==> src/rtl/hrx_seg_pkg.sv <==
package hrx_seg_pkg;

    typedef enum logic [1:0] {
        EV_NONE = 2'd0,
        EV_SEG  = 2'd1,
        EV_END  = 2'd2
    } seg_ev_e;

    typedef struct packed {
        logic crc_ok;
        logic aborted;
    } end_stat_t;

    function automatic logic other_half(input logic h);
        return ~h;
    endfunction

endpackage

==> src/rtl/hrx_seg_wr.sv <==
module hrx_seg_wr
    import hrx_seg_pkg::*;
#(
    parameter int SEG_BYTES = 64,
    localparam int IDX_W = $clog2(SEG_BYTES),
    localparam int CNT_W = IDX_W + 1
) (
    input  logic             clk,
    input  logic             rst,
    input  logic             flush,
    input  logic             in_valid,
    input  logic [7:0]       in_byte,
    input  logic             in_sof,
    input  logic             in_eof,
    input  logic             in_crc_ok,
    input  logic             in_abort,
    input  logic [1:0]       pend,
    output logic             we,
    output logic [IDX_W:0]   waddr,
    output logic [7:0]       wdata,
    output seg_ev_e          ev,
    output logic             ev_half,
    output logic [IDX_W-1:0] ev_cnt,
    output end_stat_t        ev_stat,
    output logic             ovf
);
    localparam logic [CNT_W-1:0] FULL = CNT_W'(SEG_BYTES);

    logic             half_q;
    logic             frame_q;
    logic             drop_q;
    logic [CNT_W-1:0] cnt_q;
    logic             full;
    logic             tgt;
    logic             accept;
    logic             closing;

    always_comb begin
        full    = (cnt_q == FULL);
        tgt     = full ? other_half(half_q) : half_q;
        accept  = in_valid && frame_q && !drop_q && !in_sof && !in_eof;
        closing = in_eof && !in_sof && frame_q && !drop_q && (cnt_q != '0);
        we      = 1'b0;
        ovf     = 1'b0;
        ev      = EV_NONE;
        ev_half = half_q;
        ev_cnt  = cnt_q[IDX_W-1:0];
        ev_stat = '{crc_ok: in_crc_ok, aborted: in_abort};
        waddr   = {tgt, full ? {IDX_W{1'b0}} : cnt_q[IDX_W-1:0]};
        wdata   = in_byte;
        if (accept) begin
            if (full) ev = EV_SEG;
            if (pend[tgt]) ovf = 1'b1;
            else           we  = 1'b1;
        end else if (closing) begin
            ev = EV_END;
        end
    end

    always_ff @(posedge clk) begin
        if (rst || flush) begin
            half_q  <= 1'b0;
            frame_q <= 1'b0;
            drop_q  <= 1'b0;
            cnt_q   <= '0;
        end else if (in_sof) begin
            frame_q <= 1'b1;
            drop_q  <= 1'b0;
            cnt_q   <= '0;
        end else if (in_eof) begin
            frame_q <= 1'b0;
            drop_q  <= 1'b0;
            cnt_q   <= '0;
            if (closing) half_q <= other_half(half_q);
        end else if (accept) begin
            if (full) half_q <= other_half(half_q);
            if (ovf) begin
                drop_q <= 1'b1;
                cnt_q  <= '0;
            end else begin
                cnt_q <= full ? CNT_W'(1) : cnt_q + CNT_W'(1);
            end
        end
    end

endmodule

==> src/rtl/hrx_seg_rd.sv <==
module hrx_seg_rd
    import hrx_seg_pkg::*;
#(
    parameter int SEG_BYTES = 64,
    localparam int IDX_W = $clog2(SEG_BYTES),
    localparam int HALVES = 2
) (
    input  logic              clk,
    input  logic              rst,
    input  logic              flush,
    input  seg_ev_e           ev,
    input  logic              ev_half,
    input  logic              rd_en,
    input  logic              ack,
    output logic [HALVES-1:0] pend,
    output logic [IDX_W:0]    raddr
);
    logic             rd_half_q;
    logic [IDX_W-1:0] rd_idx_q;
    logic             release_now;

    assign release_now = ack && pend[rd_half_q];

    for (genvar h = 0; h < HALVES; h++) begin : g_pend
        always_ff @(posedge clk) begin
            if (rst || flush)
                pend[h] <= 1'b0;
            else if (ev != EV_NONE && ev_half == 1'(h))
                pend[h] <= 1'b1;
            else if (release_now && rd_half_q == 1'(h))
                pend[h] <= 1'b0;
        end
    end

    always_ff @(posedge clk) begin
        if (rst || flush) begin
            rd_half_q <= 1'b0;
            rd_idx_q  <= '0;
        end else if (release_now) begin
            rd_half_q <= other_half(rd_half_q);
            rd_idx_q  <= '0;
        end else if (rd_en) begin
            rd_idx_q <= rd_idx_q + 1'b1;
        end
    end

    assign raddr = {rd_half_q, rd_idx_q};

endmodule

==> src/rtl/hrx_seg_mem.sv <==
module hrx_seg_mem #(
    parameter int DEPTH = 128,
    localparam int AW = $clog2(DEPTH)
) (
    input  logic          clk,
    input  logic          we,
    input  logic [AW-1:0] waddr,
    input  logic [7:0]    wdata,
    input  logic [AW-1:0] raddr,
    output logic [7:0]    rdata
);
    logic [7:0] cells [DEPTH];

    always_ff @(posedge clk) begin
        if (we) cells[waddr] <= wdata;
    end

    assign rdata = cells[raddr];

endmodule

==> src/rtl/hdlc_rx_segbuf.sv <==
module hdlc_rx_segbuf
    import hrx_seg_pkg::*;
#(
    parameter int SEG_BYTES = 64,
    localparam int IDX_W = $clog2(SEG_BYTES)
) (
    input  logic             clk,
    input  logic             rst,
    input  logic             rx_valid,
    input  logic [7:0]       rx_byte,
    input  logic             rx_sof,
    input  logic             rx_eof,
    input  logic             rx_crc_ok,
    input  logic             rx_abort,
    input  logic             host_rd,
    output logic [7:0]       host_data,
    input  logic             host_ack,
    input  logic             host_rx_reset,
    input  logic             host_int_clr,
    output logic             int_seg,
    output logic             int_end,
    output logic             int_ovf,
    output logic             irq,
    output logic [IDX_W-1:0] seg_count,
    output logic             end_crc_ok,
    output logic             end_aborted
);
    seg_ev_e          ev;
    logic             ev_half;
    logic [IDX_W-1:0] ev_cnt;
    end_stat_t        ev_stat;
    logic             ovf;
    logic             we;
    logic [IDX_W:0]   waddr;
    logic [IDX_W:0]   raddr;
    logic [7:0]       wdata;
    logic [1:0]       pend;
    end_stat_t        stat_q;

    hrx_seg_wr #(.SEG_BYTES(SEG_BYTES)) wr_i (
        .clk(clk), .rst(rst), .flush(host_rx_reset),
        .in_valid(rx_valid), .in_byte(rx_byte), .in_sof(rx_sof), .in_eof(rx_eof),
        .in_crc_ok(rx_crc_ok), .in_abort(rx_abort), .pend(pend),
        .we(we), .waddr(waddr), .wdata(wdata), .ev(ev), .ev_half(ev_half),
        .ev_cnt(ev_cnt), .ev_stat(ev_stat), .ovf(ovf)
    );

    hrx_seg_rd #(.SEG_BYTES(SEG_BYTES)) rd_i (
        .clk(clk), .rst(rst), .flush(host_rx_reset),
        .ev(ev), .ev_half(ev_half), .rd_en(host_rd), .ack(host_ack),
        .pend(pend), .raddr(raddr)
    );

    hrx_seg_mem #(.DEPTH(2 * SEG_BYTES)) mem_i (
        .clk(clk), .we(we), .waddr(waddr), .wdata(wdata),
        .raddr(raddr), .rdata(host_data)
    );

    always_ff @(posedge clk) begin
        if (rst || host_rx_reset) begin
            int_seg   <= 1'b0;
            int_end   <= 1'b0;
            int_ovf   <= 1'b0;
            seg_count <= '0;
            stat_q    <= '0;
        end else begin
            int_seg <= (int_seg && !host_int_clr) || (ev == EV_SEG);
            int_end <= (int_end && !host_int_clr) || (ev == EV_END);
            int_ovf <= (int_ovf && !host_int_clr) || ovf;
            if (ev == EV_END) begin
                seg_count <= ev_cnt;
                stat_q    <= ev_stat;
            end
        end
    end

    assign irq         = int_seg | int_end | int_ovf;
    assign end_crc_ok  = stat_q.crc_ok;
    assign end_aborted = stat_q.aborted;

endmodule

==> config.mk <==
export PLATFORM = sky130hd
export DESIGN_NAME = hdlc_rx_segbuf
export DESIGN_NICKNAME = d
export VERILOG_FILES = /design/src/rtl/hrx_seg_pkg.sv /design/src/rtl/hrx_seg_wr.sv /design/src/rtl/hrx_seg_rd.sv /design/src/rtl/hrx_seg_mem.sv /design/src/rtl/hdlc_rx_segbuf.sv
export SDC_FILE = /design/constraint.sdc
export NUM_CORES = 1
export LEC_CHECK = 0
export BUFFER_PORTS_ARGS = -buffer_cell sky130_fd_sc_hd__buf_4
export CAP_MARGIN = 25
export CORE_UTILIZATION = 40
export DETAILED_ROUTE_END_ITERATION = 16
export GPL_TIMING_DRIVEN = 0
export SLEW_MARGIN = 20
export SYNTH_ARGS = -nofsm -noshare
export SYNTH_HDL_FRONTEND = slang
export SYNTH_HIERARCHICAL = 1
export SYNTH_SLANG_ARGS = --single-unit
==> constraint.sdc <==
create_clock -name clk -period 7.8 [get_ports clk]
set_input_delay 2.34 -clock clk [delete_from_list [all_inputs] [get_ports clk]]
set_output_delay 2.34 -clock clk [all_outputs]
set_load 0.005 [all_outputs]
==> impl_metrics.toml, run 1 <==
[setup_path]
r2r_cells = 10
slowest_delay_ns = 0.81
worstPathArrival_ns = 4.82
crit_path_start_kind = "flop"
critPathBufInv = 3
cp.required_ns = 5.46
cp_max_fo = 10
path_class = "reg -> out"
worst-path-stages = 7
cp-end-kind = "output pin"
crit_path_top_delay_cell = "clkbuf_1"
cp_cell_sequence = "clkbuf_1, clkbuf_1, mux4_2, mux4_2, mux4_2, mux2_2, buf_4"
cp_top_family = "multiplexers"
cpMostUsedCell = "mux4_2"

[yosys]
synth-main-ff-cell = "edfxtp_1"
synth_warnings = 6
syn_inst = 1820
syn_area_sq_um = 41100
syn_area_per_cell_sq_um = 22.6
yosysSeqAreaShare_pct = 76.2
async_flop_share_pct = 0
ys_types = 46
synth.net_count = 1842
synth_edf_count = 1024
synth-seq-cells = 1054

[clock_network]
cts_resized = 0
clk_pin_slew_ns = 0.05
holdBufCountCts = 0
root_buffer = "clkbuf_16"
clkLatencyLatePin_ns = 0.67
clock-sinks = 1054
htree_num_levels = 3
cts_tree = "yes"
cts_max_path_buffers = 3
cts_buffers = 107
post_cts_buffers = 0

[power]
p_int_mw = 9.05
clock_power_share_pct = 42.5
netSwitchingPower_mw = 2.29
p_per_area_nw_per_um2 = 243
combPwrFrac_pct = 2.8
leakage_nw = 13.7
ir_drop_mv = 0.228
swShare_pct = 20.2
seqPwrFrac_pct = 54.7

[cells_and_area]
layout_common_cells = "1024 x edfxtp_1, 336 x mux4_2, 134 x nor2_1"
final_common_cell = "edfxtp_1"
nets = 1991
syn_to_final_growth_pct = 13.4
n_fill_cell = 8511
layout-drive-gt1-share_pct = 30.1
fin_cells = 3422

[global_routing]
grt-ovfl-total = 0
grt_use_total_pct = 19.3
grt_pass1_wl_microns = 142000
grt_antenna_before_repair = 2
grt_max_degree = 129
grt_pass1_vias = 19700

[detailed_routing]
post_drt_wl_per_cell_microns = 29.1
totalWireLength_microns = 99600
first_iter_violations = 2153
vias = 19500
avgViaCountPerCell = 5.69
dr.pass1.iters = 5
post-route-drc-count = 0
ant_nets = 0

[sta]
setup_violations = 0
clock_skew_ns = 0.0438
slew_headroom_pct = 25.2
final.period_utilization_pct = 91.7
final_hold_viol_count = 0
rsz0062_at_grt = "no"
slew_viol_final = 0
fmax_ghz = 0.140
setup_tns_ns = 0
tightest_slew_ns = 1.12
fin_crit_ns = 7.16

[floorplan]
rows = 117
core_area_sq_um = 102000
die-area_sq_um = 104000
start_util_pct = 40.4
io_pins = 39
fp.dieH_microns = 323
die_x_microns = 323

[placed_design]
numPortBuffers = 27
dp_cells = 3222
dpl.hpwl_microns = 63700
place.gp.congestion = 0.871

[run]
cap_violations = 0

[run_status]
status = "completed"

[min_path]
min_path_cells = 2
hp-class = "reg -> reg"
==> final cells by class <==
cell class	count	area, sq um	share of cell area [%]
diodes	2	5.00	0.0107
plain buffers	118	636	1.36
clock buffers	144	2850	6.10
clock inverters	48	429	0.920
inverters	7	26.3	0.0563
multi-input cells	641	9220	19.8
flip-flops and latches	1054	31400	67.2
well taps	1368	1710	3.67
repair buffers	40	429	0.920
==> synthesized netlist by cell type, types with 8 or more instances <==
cell type | number | area share, %
nand3_1 | 19 | 0.23
buf_1 | 18 | 0.16
buf_4 | 31 | 0.57
nor3_1 | 13 | 0.16
nand2_1 | 42 | 0.38
a21oi_1 | 10 | 0.12
a21oi_2 | 8 | 0.17
clkbuf_1 | 48 | 0.44
mux2_2 | 8 | 0.22
dfxtp_1 | 30 | 1.5
buf_2 | 20 | 0.24
nor2_1 | 134 | 1.2
nand2b_1 | 8 | 0.12
edfxtp_1 | 1024 | 75
nor2b_1 | 10 | 0.15
mux4_2 | 336 | 18
==> stage by stage <==
stage / hold WS, ns / area, sq um / setup WS [ns] / util (%) / total power [mW]
3_5_place_dp: 0.469 / 43300 / 1.22 / 42.5 / 6.64
3_3_place_gp: 0.465 / 43100 / 1.16 / 42.3 / 6.63
2_1_floorplan: 0.450 / 41100 / 2.65 / - / 6.52
4_1_cts: 0.479 / 46500 / 0.679 / 45.7 / 11.4
5_1_grt: 0.500 / 46700 / 0.623 / 45.8 / 11.6
6_report: 0.477 / 46700 / 0.644 / 45.8 / 11.3
==> worst reg2reg max path, cell delays in order (launching register included) <==
cell and delay, ns:
dfxtp_1 0.36, inv_1 0.10, ha_1 0.15, nor4b_2 0.35, a22oi_1 0.18, nor3_1 0.62
clkbuf_1 0.36, nor2b_1 0.34, nand3_1 0.60, clkbuf_2 0.62, nor2_1 0.79
==> metal layers <==
metal | up-vias | global-route usage [%] | wire length [microns]
met4 | 2 | 5.54 | 2520
met2 | 728 | 31.5 | 48800
met5 | - | 0 | 13
li1 | 7967 | - | -
met1 | 10600 | 26.8 | 40900
met3 | 135 | 3.42 | 7370
==> worst paths after layout <==
kind | start | slack (ns) | to
setup / recovery | rd_i/rd_idx_q[2]$_SDFFE_PP0P_ | 0.64 | host_data[1]
hold / removal | seg_count[0]$_SDFFE_PP0N_ | 0.48 | seg_count[0]$_SDFFE_PP0N_
setup reg to reg | wr_i/cnt_q[0]$_SDFFE_PP0P_ | 2.94 | mem_i/cells[30][0]$_DFFE_PP_
hold reg to reg | seg_count[0]$_SDFFE_PP0N_ | 0.48 | seg_count[0]$_SDFFE_PP0N_
==> cells by family after synthesis <==
logic type,synth area share (%)
buffers and inverters,1.50
DFF,76.2
adders and majority gates,0.0912
xor gates and xnor gates,0.128
and+or+nand+nor,2.68
muxes,18.7
AOI/OAI and AO/OA,0.736
==> power by group through the flow <==
stage          clock, mW  sequential (mW)  combinational, mW
2_1_floorplan          0             6.33              0.193
3_3_place_gp           0             6.33              0.301
3_5_place_dp           0             6.33              0.315
4_1_cts             4.92             6.21              0.315
5_1_grt             5.11             6.21              0.334
6_report            4.82             6.21              0.316
==> state kept, by name, summed over array words and instances (netlist names) <==
register / flops
mem_i/cells: 1024
rd_i/rd_idx_q: 6
wr_i/drop_q: 1
rd_i/pend: 2
int_ovf: 1
end_aborted: 1
wr_i/ev_half: 1
wr_i/frame_q: 1
seg_count: 6
rd_i/rd_half_q: 1
end_crc_ok: 1
wr_i/cnt_q: 7
int_end: 1
int_seg: 1
No activity file was read; power rests on OpenSTA's default activity.
==> run 2, diff against run 1 <==
- ABC_AREA: unset -> 1
- ABC_CLOCK_PERIOD_IN_PS: unset -> 7800
==> run 2 against run 1 <==
Utilization grew 0.21 points; synthesized cell count grew 110%; critical path type unchanged; sequential share of layout area shrank 3.9 points; largest cell class unchanged; non-clock buffer count grew 144; final area grew 6.1%.
==> impl_metrics.toml, run 2 <==
[sta]
whs_ns = 0.453
fmax_ghz = 0.163
tightest_slew_ns = 1.24
final_hold_viol_count = 0
slew_headroom_pct = 17.2
clock_skew_ns = 0.0310
slew_viol_final = 0
rsz0062_at_grt = "no"
worst_slack_ns = 1.66
setup_tns_ns = 0
fin_crit_ns = 6.14
final.period_utilization_pct = 78.7
setup_violations = 0

[cells_and_area]
top_regs = "mem_i/cells (1024), wr_i/cnt_q (7)"
fin_cells = 5479
layout_common_cells = "1253 x nand2_1, 1024 x edfxtp_1, 960 x nand3_1"
nets = 4000
layout-drive-gt1-share_pct = 10.8
syn_to_final_growth_pct = 13.4
largest_register = "mem_i/cells"
final_cell_area_sq_um = 49500
largest_reg_flops = 1024
final_common_cell = "nand2_1"

[yosys]
ys_types = 29
synth_common_cells = "1253 x nand2_1, 1024 x edfxtp_1, 960 x nand3_1"
synth_top_area_share_pct = 70.4
synth.net_count = 3842
yosysSeqAreaShare_pct = 71.8
synth-seq-cells = 1054
syn_inst = 3820
syn_area_per_cell_sq_um = 11.4
syn_area_sq_um = 43700
synth.most_common_cell = "nand2_1"
async_flop_share_pct = 0
synth-main-ff-cell = "edfxtp_1"
synth_edf_count = 1024
synth_area_leaders = "edfxtp_1 70%, nand3_1 11%, nand2_1 11%"
synth_warnings = 6
yosys.area.top_type = "edfxtp_1"

[run_status]
status = "completed"

[floorplan]
start_util_pct = 40.6
core_area_sq_um = 108000
die_x_microns = 332
fp.dieH_microns = 332
rows = 120
io_pins = 39
die-area_sq_um = 111000

[clock_network]
cts_resized = 0
cts_max_path_buffers = 3
cts_buffers = 109
clk_pin_slew_ns = 0.06
htree_num_levels = 3
post_cts_buffers = 0
holdBufCountCts = 0
clkLatencyLatePin_ns = 0.71
root_buffer = "clkbuf_16"
cts_tree = "yes"
clock-sinks = 1054

[setup_path]
path_class = "reg -> out"
worstPathArrival_ns = 3.80
rrSetupSlack_ns = 3.51
cp-end-kind = "output pin"
cp.required_ns = 5.46
crit_path_start_kind = "flop"
reg2reg_from = "wr_i/cnt_q[0]$_SDFFE_PP0P_"
cp_max_fo = 10
r2r_end = "mem_i/cells[62][6]$_DFFE_PP_"
r2r_cells = 13

[global_routing]
grt_use_total_pct = 25.5
grt_antenna_before_repair = 0
grt_pass1_wl_microns = 202000
grt_max_degree = 129
grt_pass1_vias = 28200
grt-ovfl-total = 0

[power]
ir_drop_mv = 0.208
p_per_area_nw_per_um2 = 239
leakage_nw = 17.6

[detailed_routing]
post-route-drc-count = 0
post_drt_wl_per_cell_microns = 26.2
avgViaCountPerCell = 5.64
vias = 30900
ant_nets = 0
totalWireLength_microns = 144000
dr.pass1.iters = 7
first_iter_violations = 4409

[placed_design]
dpl.hpwl_microns = 98100
place.gp.congestion = 0.958
dp_cells = 5262
pre_cts_slack_ns = 1.89
placedInstanceArea_sq_um = 45900
numPortBuffers = 28

[run]
cap_violations = 0

[min_path]
hp-class = "reg -> reg"
min_path_cells = 2
holdPathEnd = "wr_i/drop_q$_SDFFE_PP0P_"
hold_start = "wr_i/drop_q$_SDFFE_PP0P_"
## run 2: cell count changes in the layout (fill, tap and decap cells not counted), sizes merged, moves of 8 or more
cell    change
inv        +60
mux4      -336
clkinv      +8
nor2       +37
mux2        -9
nor2b      -10
clkbuf     -10
buf       +153
nand3     +943
nand2    +1218
nand2b      -8
## run 2: how the worst max path moves through the flow
stage                                        from                             to  slack [ns]  cells past startpoint
finish              rd_i/rd_idx_q[3]$_SDFFE_PP0P_                   host_data[7]        1.66                     10
global route        rd_i/rd_idx_q[1]$_SDFFE_PP0P_                   host_data[4]        1.62                     13
floorplan                                  rx_sof  mem_i/cells[105][0]$_DFFE_PP_        3.53                      8
global placement                           rx_sof  mem_i/cells[105][7]$_DFFE_PP_        1.51                      9
detailed placement                         rx_sof   mem_i/cells[47][0]$_DFFE_PP_        1.89                      9
CTS                 rd_i/rd_idx_q[2]$_SDFFE_PP0P_                   host_data[5]        1.70                     11
## run 2: layout make-up
type                       count  area, sq um
fill                        9771        58100
sequential                  1054        31400
multi-input combinational   2444        10600
clock buffer                 144         2950
tap                         1403         1760
buffer                       255         1550
clock inverter                60          553
timing repair buffer          47          504
inverter                      67          259
antenna                        5         12.5
## run 2: metal layers
metal | track usage, % | share of wire [%] | vias to the layer above
met4 | 10.1 | 4.1 | 0
li1 | - | - | 13700
met3 | 6.03 | 11 | 304
met5 | 0 | 0 | -
met2 | 39.3 | 45 | 1779
met1 | 34.9 | 40 | 15100
## run 2: through the flow
stage          utilization, %  power, mW
3_3_place_gp             42.4       6.79
6_report                 46.0       11.8
4_1_cts                  45.9       11.9
3_5_place_dp             42.7       6.80
5_1_grt                  46.0       12.1
2_1_floorplan               -       6.59
## run 2: report_power, final
part | switching, mW | internal, mW | total (mW)
logic | 0.370 | 0.118 | 0.488
clock network | 2.23 | 2.91 | 5.14
registers | 0.000684 | 6.21 | 6.21
total | 2.60 | 9.23 | 11.8
## run 2: cells by family (layout without fill, tap and decap cells)
family | Yosys count | in the layout | share of synthesized area, %
AOI/OAI and AO/OA | 25 | 25 | 0.292
xor gates and xnor gates | 3 | 3 | 0.0602
adders and majority gates | 3 | 3 | 0.0859
buffers and inverters | 322 | 573 | 4.04
DFF | 1054 | 1054 | 71.8
muxes | 1 | 1 | 0.0229
other | 0 | 5 | 0
and+or+nand+nor | 2412 | 2412 | 23.7
## run 2: critical path, cell delays in order (launching register included)
cell and delay (ns):
dfxtp_1 0.52, clkbuf_2 0.59, clkbuf_1 0.79, nand3_1 0.40
nand2_1 0.14, nand2_1 0.06, nand3_1 0.10, nand2_1 0.09
nand2_1 0.07, nand2_1 0.14, buf_4 0.18
